--- config.mk ---
export PLATFORM = sky130hd
export DESIGN_NAME = rx_ring_dma_writer
export DESIGN_NICKNAME = d
export VERILOG_FILES = /design/src/rtl/rxring_pkg.sv /design/src/rtl/rxring_occupancy.sv /design/src/rtl/rxring_frame_writer.sv /design/src/rtl/rx_ring_dma_writer.sv
export SDC_FILE = /design/constraint.sdc
export NUM_CORES = 1
export LEC_CHECK = 0
export CAP_MARGIN = 20
export CORE_ASPECT_RATIO = 1.75
export CORE_UTILIZATION = 35
export CTS_CLUSTER_DIAMETER = 50
export DETAILED_ROUTE_END_ITERATION = 7
export MAX_ROUTING_LAYER = met4
export PLACE_DENSITY_LB_ADDON = 0.12
export SYNTH_ARGS = -nofsm -noshare
export SYNTH_HDL_FRONTEND = slang
export SYNTH_SLANG_ARGS = --single-unit
--- constraint.sdc ---
create_clock -name clk -period 11.8 [get_ports clk]
set_clock_uncertainty 0.15 [all_clocks]
set_input_delay 2.36 -clock clk [delete_from_list [all_inputs] [get_ports clk]]
set_output_delay 2.36 -clock clk [all_outputs]
set_load 0.02 [all_outputs]
--- src/rtl/rxring_pkg.sv ---
package rxring_pkg;

    // Status word layout written back into each ring slot.
    localparam int LEN_LSB  = 16;
    localparam int LEN_BITS = 12;
    localparam int EOF_BIT  = 14;
    localparam int SOF_BIT  = 13;
    localparam int OVF_BIT  = 0;

    function automatic logic [31:0] make_status(input logic [LEN_BITS-1:0] len,
                                                input logic ovf);
        logic [31:0] w;
        w = '0;
        w[LEN_LSB +: LEN_BITS] = len;
        w[EOF_BIT] = 1'b1;
        w[SOF_BIT] = 1'b1;
        w[OVF_BIT] = ovf;
        return w;
    endfunction

endpackage

--- src/rtl/rxring_occupancy.sv ---
module rxring_occupancy #(
    parameter int SLOTS   = 256,
    parameter int IDX_W   = 16,
    parameter int XOFF_AT = 5,
    parameter int XON_AT  = 16
) (
    input  logic             clk,
    input  logic             rst_n,
    input  logic [IDX_W-1:0] prod,
    input  logic [IDX_W-1:0] cons,
    output logic             full,
    output logic             xoff
);

    typedef struct packed {
        logic xoff;
    } occ_state_t;

    occ_state_t st_q, st_d;
    logic [IDX_W-1:0] used;
    logic [IDX_W-1:0] free_slots;

    always_comb begin
        used       = prod - cons;
        full       = (used >= IDX_W'(SLOTS));
        free_slots = full ? '0 : (IDX_W'(SLOTS) - used);
        st_d       = st_q;
        if (st_q.xoff) begin
            st_d.xoff = !(free_slots >= IDX_W'(XON_AT));
        end else begin
            st_d.xoff = (free_slots <= IDX_W'(XOFF_AT));
        end
    end

    always_ff @(posedge clk or negedge rst_n) begin
        if (!rst_n) begin
            st_q <= '0;
        end else begin
            st_q <= st_d;
        end
    end

    assign xoff = st_q.xoff;

    // pause only rises after the free count reached the low mark
    assert_xoff_rise_R9: assert property (@(posedge clk) disable iff (!rst_n)
        $rose(st_q.xoff) |-> $past(free_slots <= IDX_W'(XOFF_AT)));

    // pause only falls after the free count reached the high mark
    assert_xoff_fall_R10: assert property (@(posedge clk) disable iff (!rst_n)
        $fell(st_q.xoff) |-> $past(free_slots >= IDX_W'(XON_AT)));

endmodule

--- src/rtl/rxring_frame_writer.sv ---
module rxring_frame_writer
    import rxring_pkg::*;
#(
    parameter int BUF_BYTES = 2048,
    parameter int SLOT_W    = 8,
    parameter int IDX_W     = 16,
    parameter int ADDR_W    = 32,
    parameter int DROP_W    = 16,
    parameter int PAD_BYTES = 2
) (
    input  logic              clk,
    input  logic              rst_n,
    input  logic              align_en,
    input  logic              full,
    input  logic [7:0]        s_data,
    input  logic              s_valid,
    input  logic              s_last,
    input  logic [ADDR_W-1:0] desc_addr,
    output logic [SLOT_W-1:0] slot,
    output logic              buf_we,
    output logic [ADDR_W-1:0] buf_addr,
    output logic [7:0]        buf_data,
    output logic              wb_we,
    output logic [SLOT_W-1:0] wb_slot,
    output logic [31:0]       wb_word,
    output logic [IDX_W-1:0]  prod,
    output logic [DROP_W-1:0] drops
);

    localparam int CNT_W = $clog2(BUF_BYTES + 1);

    typedef struct packed {
        logic              in_frame;
        logic              drop;
        logic              ovf;
        logic [CNT_W-1:0]  cnt;
        logic [ADDR_W-1:0] base;
        logic              buf_we;
        logic [ADDR_W-1:0] buf_addr;
        logic [7:0]        buf_data;
        logic              wb_we;
        logic [SLOT_W-1:0] wb_slot;
        logic [31:0]       wb_word;
        logic [IDX_W-1:0]  prod;
        logic [SLOT_W-1:0] slot;
        logic [DROP_W-1:0] drops;
    } wr_state_t;

    wr_state_t st_q, st_d;
    logic              drop_v;
    logic              ovf_v;
    logic [CNT_W-1:0]  cnt_v;
    logic [ADDR_W-1:0] base_v;

    always_comb begin
        st_d        = st_q;
        st_d.buf_we = 1'b0;
        st_d.wb_we  = 1'b0;
        drop_v      = st_q.drop;
        ovf_v       = st_q.ovf;
        cnt_v       = st_q.cnt;
        base_v      = st_q.base;
        if (s_valid) begin
            if (!st_q.in_frame) begin
                drop_v = full;
                ovf_v  = 1'b0;
                base_v = desc_addr;
                cnt_v  = align_en ? CNT_W'(PAD_BYTES) : '0;
                if (full) begin
                    st_d.drops = st_q.drops + DROP_W'(1);
                end
            end
            if (!drop_v) begin
                if (cnt_v < CNT_W'(BUF_BYTES)) begin
                    st_d.buf_we   = 1'b1;
                    st_d.buf_addr = base_v + ADDR_W'(cnt_v);
                    st_d.buf_data = s_data;
                    cnt_v         = cnt_v + CNT_W'(1);
                end else begin
                    ovf_v = 1'b1;
                end
            end
            st_d.in_frame = !s_last;
            st_d.drop     = drop_v;
            st_d.ovf      = ovf_v;
            st_d.cnt      = cnt_v;
            st_d.base     = base_v;
            if (s_last && !drop_v) begin
                st_d.wb_we   = 1'b1;
                st_d.wb_slot = st_q.slot;
                st_d.wb_word = make_status(LEN_BITS'(cnt_v), ovf_v);
                st_d.prod    = st_q.prod + IDX_W'(1);
                st_d.slot    = st_q.slot + SLOT_W'(1);
            end
        end
    end

    always_ff @(posedge clk or negedge rst_n) begin
        if (!rst_n) begin
            st_q <= '0;
        end else begin
            st_q <= st_d;
        end
    end

    assign slot     = st_q.slot;
    assign buf_we   = st_q.buf_we;
    assign buf_addr = st_q.buf_addr;
    assign buf_data = st_q.buf_data;
    assign wb_we    = st_q.wb_we;
    assign wb_slot  = st_q.wb_slot;
    assign wb_word  = st_q.wb_word;
    assign prod     = st_q.prod;
    assign drops    = st_q.drops;

    // byte writes stay inside the buffer window
    assert_in_buffer_R6: assert property (@(posedge clk) disable iff (!rst_n)
        st_q.buf_we |-> ((st_q.buf_addr - st_q.base) < ADDR_W'(BUF_BYTES)));

    // reported length never exceeds the buffer size
    assert_len_cap_R6: assert property (@(posedge clk) disable iff (!rst_n)
        st_q.wb_we |-> (st_q.wb_word[LEN_LSB +: LEN_BITS] <= LEN_BITS'(BUF_BYTES)));

    // producer index steps by one, only with a write-back
    assert_prod_step_R5: assert property (@(posedge clk) disable iff (!rst_n)
        (st_q.prod != $past(st_q.prod)) |-> (st_q.wb_we && st_q.prod == $past(st_q.prod) + IDX_W'(1)));

    // slot pointer follows the producer index modulo the ring size
    assert_slot_track_R7: assert property (@(posedge clk) disable iff (!rst_n)
        st_q.slot == st_q.prod[SLOT_W-1:0]);

    // a frame starting on a full ring writes nothing
    assert_full_drop_R8: assert property (@(posedge clk) disable iff (!rst_n)
        (s_valid && !st_q.in_frame && full) |=> (!st_q.buf_we && !st_q.wb_we));

endmodule

--- src/rtl/rx_ring_dma_writer.sv ---
module rx_ring_dma_writer #(
    parameter int SLOTS     = 256,
    parameter int BUF_BYTES = 2048,
    parameter int IDX_W     = 16,
    parameter int ADDR_W    = 32,
    parameter int DROP_W    = 16,
    parameter int PAD_BYTES = 2,
    parameter int XOFF_AT   = 5,
    parameter int XON_AT    = SLOTS / 16
) (
    input  logic                     clk,
    input  logic                     rst_n,
    input  logic                     align_en,
    input  logic [IDX_W-1:0]         cons_idx,
    input  logic [7:0]               s_axis_tdata,
    input  logic                     s_axis_tvalid,
    output logic                     s_axis_tready,
    input  logic                     s_axis_tlast,
    output logic [$clog2(SLOTS)-1:0] desc_slot,
    input  logic [ADDR_W-1:0]        desc_buf_addr,
    output logic                     buf_we,
    output logic [ADDR_W-1:0]        buf_addr,
    output logic [7:0]               buf_wdata,
    output logic                     wb_we,
    output logic [$clog2(SLOTS)-1:0] wb_slot,
    output logic [31:0]              wb_word,
    output logic [IDX_W-1:0]         prod_idx,
    output logic                     xoff,
    output logic [DROP_W-1:0]        drop_count
);

    localparam int SLOT_W = $clog2(SLOTS);

    logic ring_full;

    assign s_axis_tready = 1'b1;

    rxring_occupancy #(
        .SLOTS  (SLOTS),
        .IDX_W  (IDX_W),
        .XOFF_AT(XOFF_AT),
        .XON_AT (XON_AT)
    ) u_occ (
        .clk  (clk),
        .rst_n(rst_n),
        .prod (prod_idx),
        .cons (cons_idx),
        .full (ring_full),
        .xoff (xoff)
    );

    rxring_frame_writer #(
        .BUF_BYTES(BUF_BYTES),
        .SLOT_W   (SLOT_W),
        .IDX_W    (IDX_W),
        .ADDR_W   (ADDR_W),
        .DROP_W   (DROP_W),
        .PAD_BYTES(PAD_BYTES)
    ) u_wr (
        .clk      (clk),
        .rst_n    (rst_n),
        .align_en (align_en),
        .full     (ring_full),
        .s_data   (s_axis_tdata),
        .s_valid  (s_axis_tvalid),
        .s_last   (s_axis_tlast),
        .desc_addr(desc_buf_addr),
        .slot     (desc_slot),
        .buf_we   (buf_we),
        .buf_addr (buf_addr),
        .buf_data (buf_wdata),
        .wb_we    (wb_we),
        .wb_slot  (wb_slot),
        .wb_word  (wb_word),
        .prod     (prod_idx),
        .drops    (drop_count)
    );

endmodule

==> flow_summary_export.csv <==
group,metric,value,unit
place,pre_cts_ws,4.33,ns
worst_setup_path,r2r_end,"u_wr.slot[1]",
die,die_h,224,um
clocking,clk_latency,0.45,ns
die,die-width,129,um
worst_setup_path,critPathKind,"input pin to flip-flop",
power_and_ir_drop,p_per_area,145,nW/um^2
sta,worst_pin_slew,0.979,ns
layout,diodes,0,
worst_setup_path,cp_max_fo,22,
min_path,min_to,"u_wr.drops[15]",
power_and_ir_drop,vdd_drop_max,92.4,uV
drt,drtPass1Iterations,4,
sta,finalMaxSlewViolations,0,
synthesis,async_flop_share,100,%
clocking,root_buffer,"clkbuf_16",
die,fp.dieArea,28700,sq um
sta,slew_headroom,34.5,%
drt,vias,7277,
worst_setup_path,cp_data_required_time,11.97,ns
drt,wirelength,26.0,mm
layout,drive_above_1_share,10.2,%
clocking,post-cts-setup-buffer-count,0,
synthesis,yosysWarnings,0,
clocking,clk_path_buf_depth,2,
synthesis,ys_seq_elements,152,
sta,fmaxAchievable,144,MHz
power_and_ir_drop,p_leak,5.37,nW
clocking,cts_buffers,17,
sta,timing.final.ws_setup,4.86,ns
clocking,cts_hold_buf,0,
clocking,h-tree-depth,4,
global_route,grt_pass1_wl,40.6,mm
drt,drt_iter0_markers,238,
sta,rsz0062_at_grt,"no",
min_path,min_path_type,"flip-flop to flip-flop",
worst_setup_path,r2r_slack,6.72,ns
drt,wl_per_cell,17.4,um
die,start_util,35.8,%
synthesis,synth.distinct_cells,62,
die,num_rows,80,
global_route,grt_max_degree,90,
global_route,antenna_found_initial,0,
status,status,"complete, no violations",
worst_setup_path,critical_path_arrival,7.11,ns
clocking,cts_tree,"done",
layout,fillers,2764,
global_route,grt_pass1_vias,7498,
clocking,clkTransAtPathRegs,0.07,ns
clocking,cts.sinks,152,
clocking,cts_resized,0,
synthesis,postSynthAreaPerCell,9.28,sq um
sta,hold_ws,0.313,ns
layout,register_area,3800,sq um
worst_setup_path,crit_slowest_cell,"o31ai_4",
worst_setup_path,reg2reg_depth,13,
worst_setup_path,startpoint,"cons_idx[1]",
synthesis,synth_flop_cell,"dfrtp_1",
worst_setup_path,crit_path_max_incr_delay,0.80,ns
place,dp_hpwl,19.2,mm
worst_setup_path,rr_startpoint,"u_wr.prod[0]",
synthesis,synth_area,9810,sq um
synthesis,netlist_instances,1057,
sta,hold_violations,0,
worst_setup_path,start_kind,"input pin",
sta,period_needed,6.94,ns
drt,drt-vias-per-instance,4.89,
global_route,grt_use_total,19.3,%
min_path,min-delay-start,"u_wr.drops[15]",
sta,timing.final.crit_share,58.8,%
die,ios,185,
sta,setup_viol,0,
synthesis,synth_edf_count,0,
global_route,grt-ovfl-total,0,
layout,finalNetCount,1203,
min_path,worstHoldPathCells,1,
layout,multiInputGateArea,4870,sq um
drt,post-route-drc-count,0,
die,core_area,27400,sq um
synthesis,ys_seq_area_share,38.8,%
worst_setup_path,cp-end-kind,"flip-flop",
place,place_congestion,0.889,
flow_run,max_cap_violations,0,
power_and_ir_drop,p_total,1.68,mW
drt,ant_nets,0,
layout,area_growth,17.9,%
worst_setup_path,path_cells,"clkdlybuf4s50_1, inv_1, ha_1, nor2b_1, o31a_1, o21ai_1, a21oi_1, a311o_1, a2111o_1, o31ai_4, nand2_1, clkinv_1, mux2_2",
sta,tns,0,ns
place,portBuffers,166,
[layout by cell type (no fill, tap or decap), drive strengths merged, types with 27 or more instances in the layout]
master         netlist  layout
clkdlybuf4s50        0     165
dfrtp              152     152
nand2              147     147
mux2                66      66
a21oi               62      62
xor2                44      44
xnor2               44      44
nor2                44      44
inv                 40      43
ha                  33      33
nand3               31      31
o21ai               27      27
[stage by stage]
step / instances / utilization, % / area, sq um
after floorplan: 1073 / - / 9870
after detailed placement: 1457 / 40.1 / 11000
after CTS: 1489 / 42.2 / 11600
final: 1489 / 42.2 / 11600
after global placement: 1457 / 40.1 / 11000
after global routing: 1489 / 42.2 / 11600
[state kept, by name, indices dropped and copies added, names as in the netlist]
signal	flops
u_wr.buf_data	8
u_occ.xoff	1
u_wr.st_q	47
u_wr.buf_addr	32
u_wr.wb_we	1
u_wr.wb_slot	8
u_wr.buf_we	1
u_wr.slot	8
u_wr.wb_word	14
u_wr.drops	16
u_wr.prod	16
[Yosys cell counts (2+ instances only)]
master	instances	share of area [%]
a211oi_1	7	0.54
a311o_1	3	0.31
or4_1	3	0.23
a211o_1	2	0.18
mux2i_1	21	2.1
o21ai_1	2	0.10
a22oi_1	2	0.15
o2111ai_1	4	0.36
nor3_1	23	1.2
o211ai_1	8	0.61
buf_1	4	0.15
nand4_1	14	0.89
dfrtp_1	152	39
o21ai_0	25	1.3
or2_2	6	0.38
or3_1	5	0.32
mux2_1	4	0.46
xor2_1	44	3.9
mux2_2	61	7.0
nor2b_1	7	0.45
nand2_1	147	5.6
nor4b_1	2	0.18
a21oi_1	62	3.2
nand2b_1	7	0.45
buf_2	14	0.71
fa_1	2	0.41
conb_1	2	0.077
inv_1	40	1.5
and2_1	17	1.1
a31oi_1	6	0.38
ha_1	33	4.2
and3_1	18	1.1
nor2_1	44	1.7
o2111a_1	2	0.23
clkbuf_1	18	0.69
nor3b_1	3	0.23
o31a_1	3	0.27
a21o_1	10	0.76
xnor2_1	44	3.9
buf_4	121	9.3
nor4_1	3	0.19
nand3_1	31	1.6
o21a_1	6	0.46
a21boi_0	5	0.38
a22o_1	3	0.27
[critical path, delay by kind of cell]
family,cells,cell delay [ns]
buf+inv,3,1.01
fa+ha+maj,1,0.27
compound gates,6,2.42
mux,1,0.38
simple gates,2,0.66
[per-layer routing]
metal / vias up / routed length, um / GRT usage [%]
li1: 3578 / - / -
met1: 3512 / 9940 / 19.4
met4: 0 / 785 / 8.20
met5: - / 0 / -
met2: 150 / 14300 / 35.4
met3: 37 / 972 / 4.05
[cells by family after synthesis]
logic type | synth area share (%)
compound gates | 10.4
other cells | 0.0765
buf+inv | 12.4
simple gates | 16.1
mux | 9.75
fa+ha+maj | 4.62
flops | 38.8
xor+xnor | 7.85
[how the worst max path moves through the flow]
stage | end | slack [ns] | cells after the start
after floorplan | u_wr.st_q[155] | 6.32 | 12
after global placement | u_wr.slot[1] | 4.44 | 13
after detailed placement | u_wr.slot[1] | 4.33 | 13
after CTS | u_wr.slot[1] | 4.81 | 13
after global routing | u_wr.slot[1] | 4.47 | 13
final | u_wr.slot[1] | 4.86 | 13
[layout make-up]
cell class,count,area share [%]
well taps,369,3.99
multi-input cells,723,42.1
clock buffers,17,3.68
repair buffers,172,14.8
inverters,41,1.33
clock inverters,15,1.27
flip-flops and latches,152,32.9
[report_power, final]
| group | switching, mW | total, mW | leakage, nW | internal [mW] |
|---|---|---|---|---|
| logic | 0.260 | 0.488 | 3.14 | 0.228 |
| registers | 0.0553 | 0.653 | 1.96 | 0.598 |
| clock network | 0.246 | 0.540 | 0.274 | 0.294 |
| total | 0.561 | 1.68 | 5.37 | 1.12 |
Power figures use the tool's default switching activity.
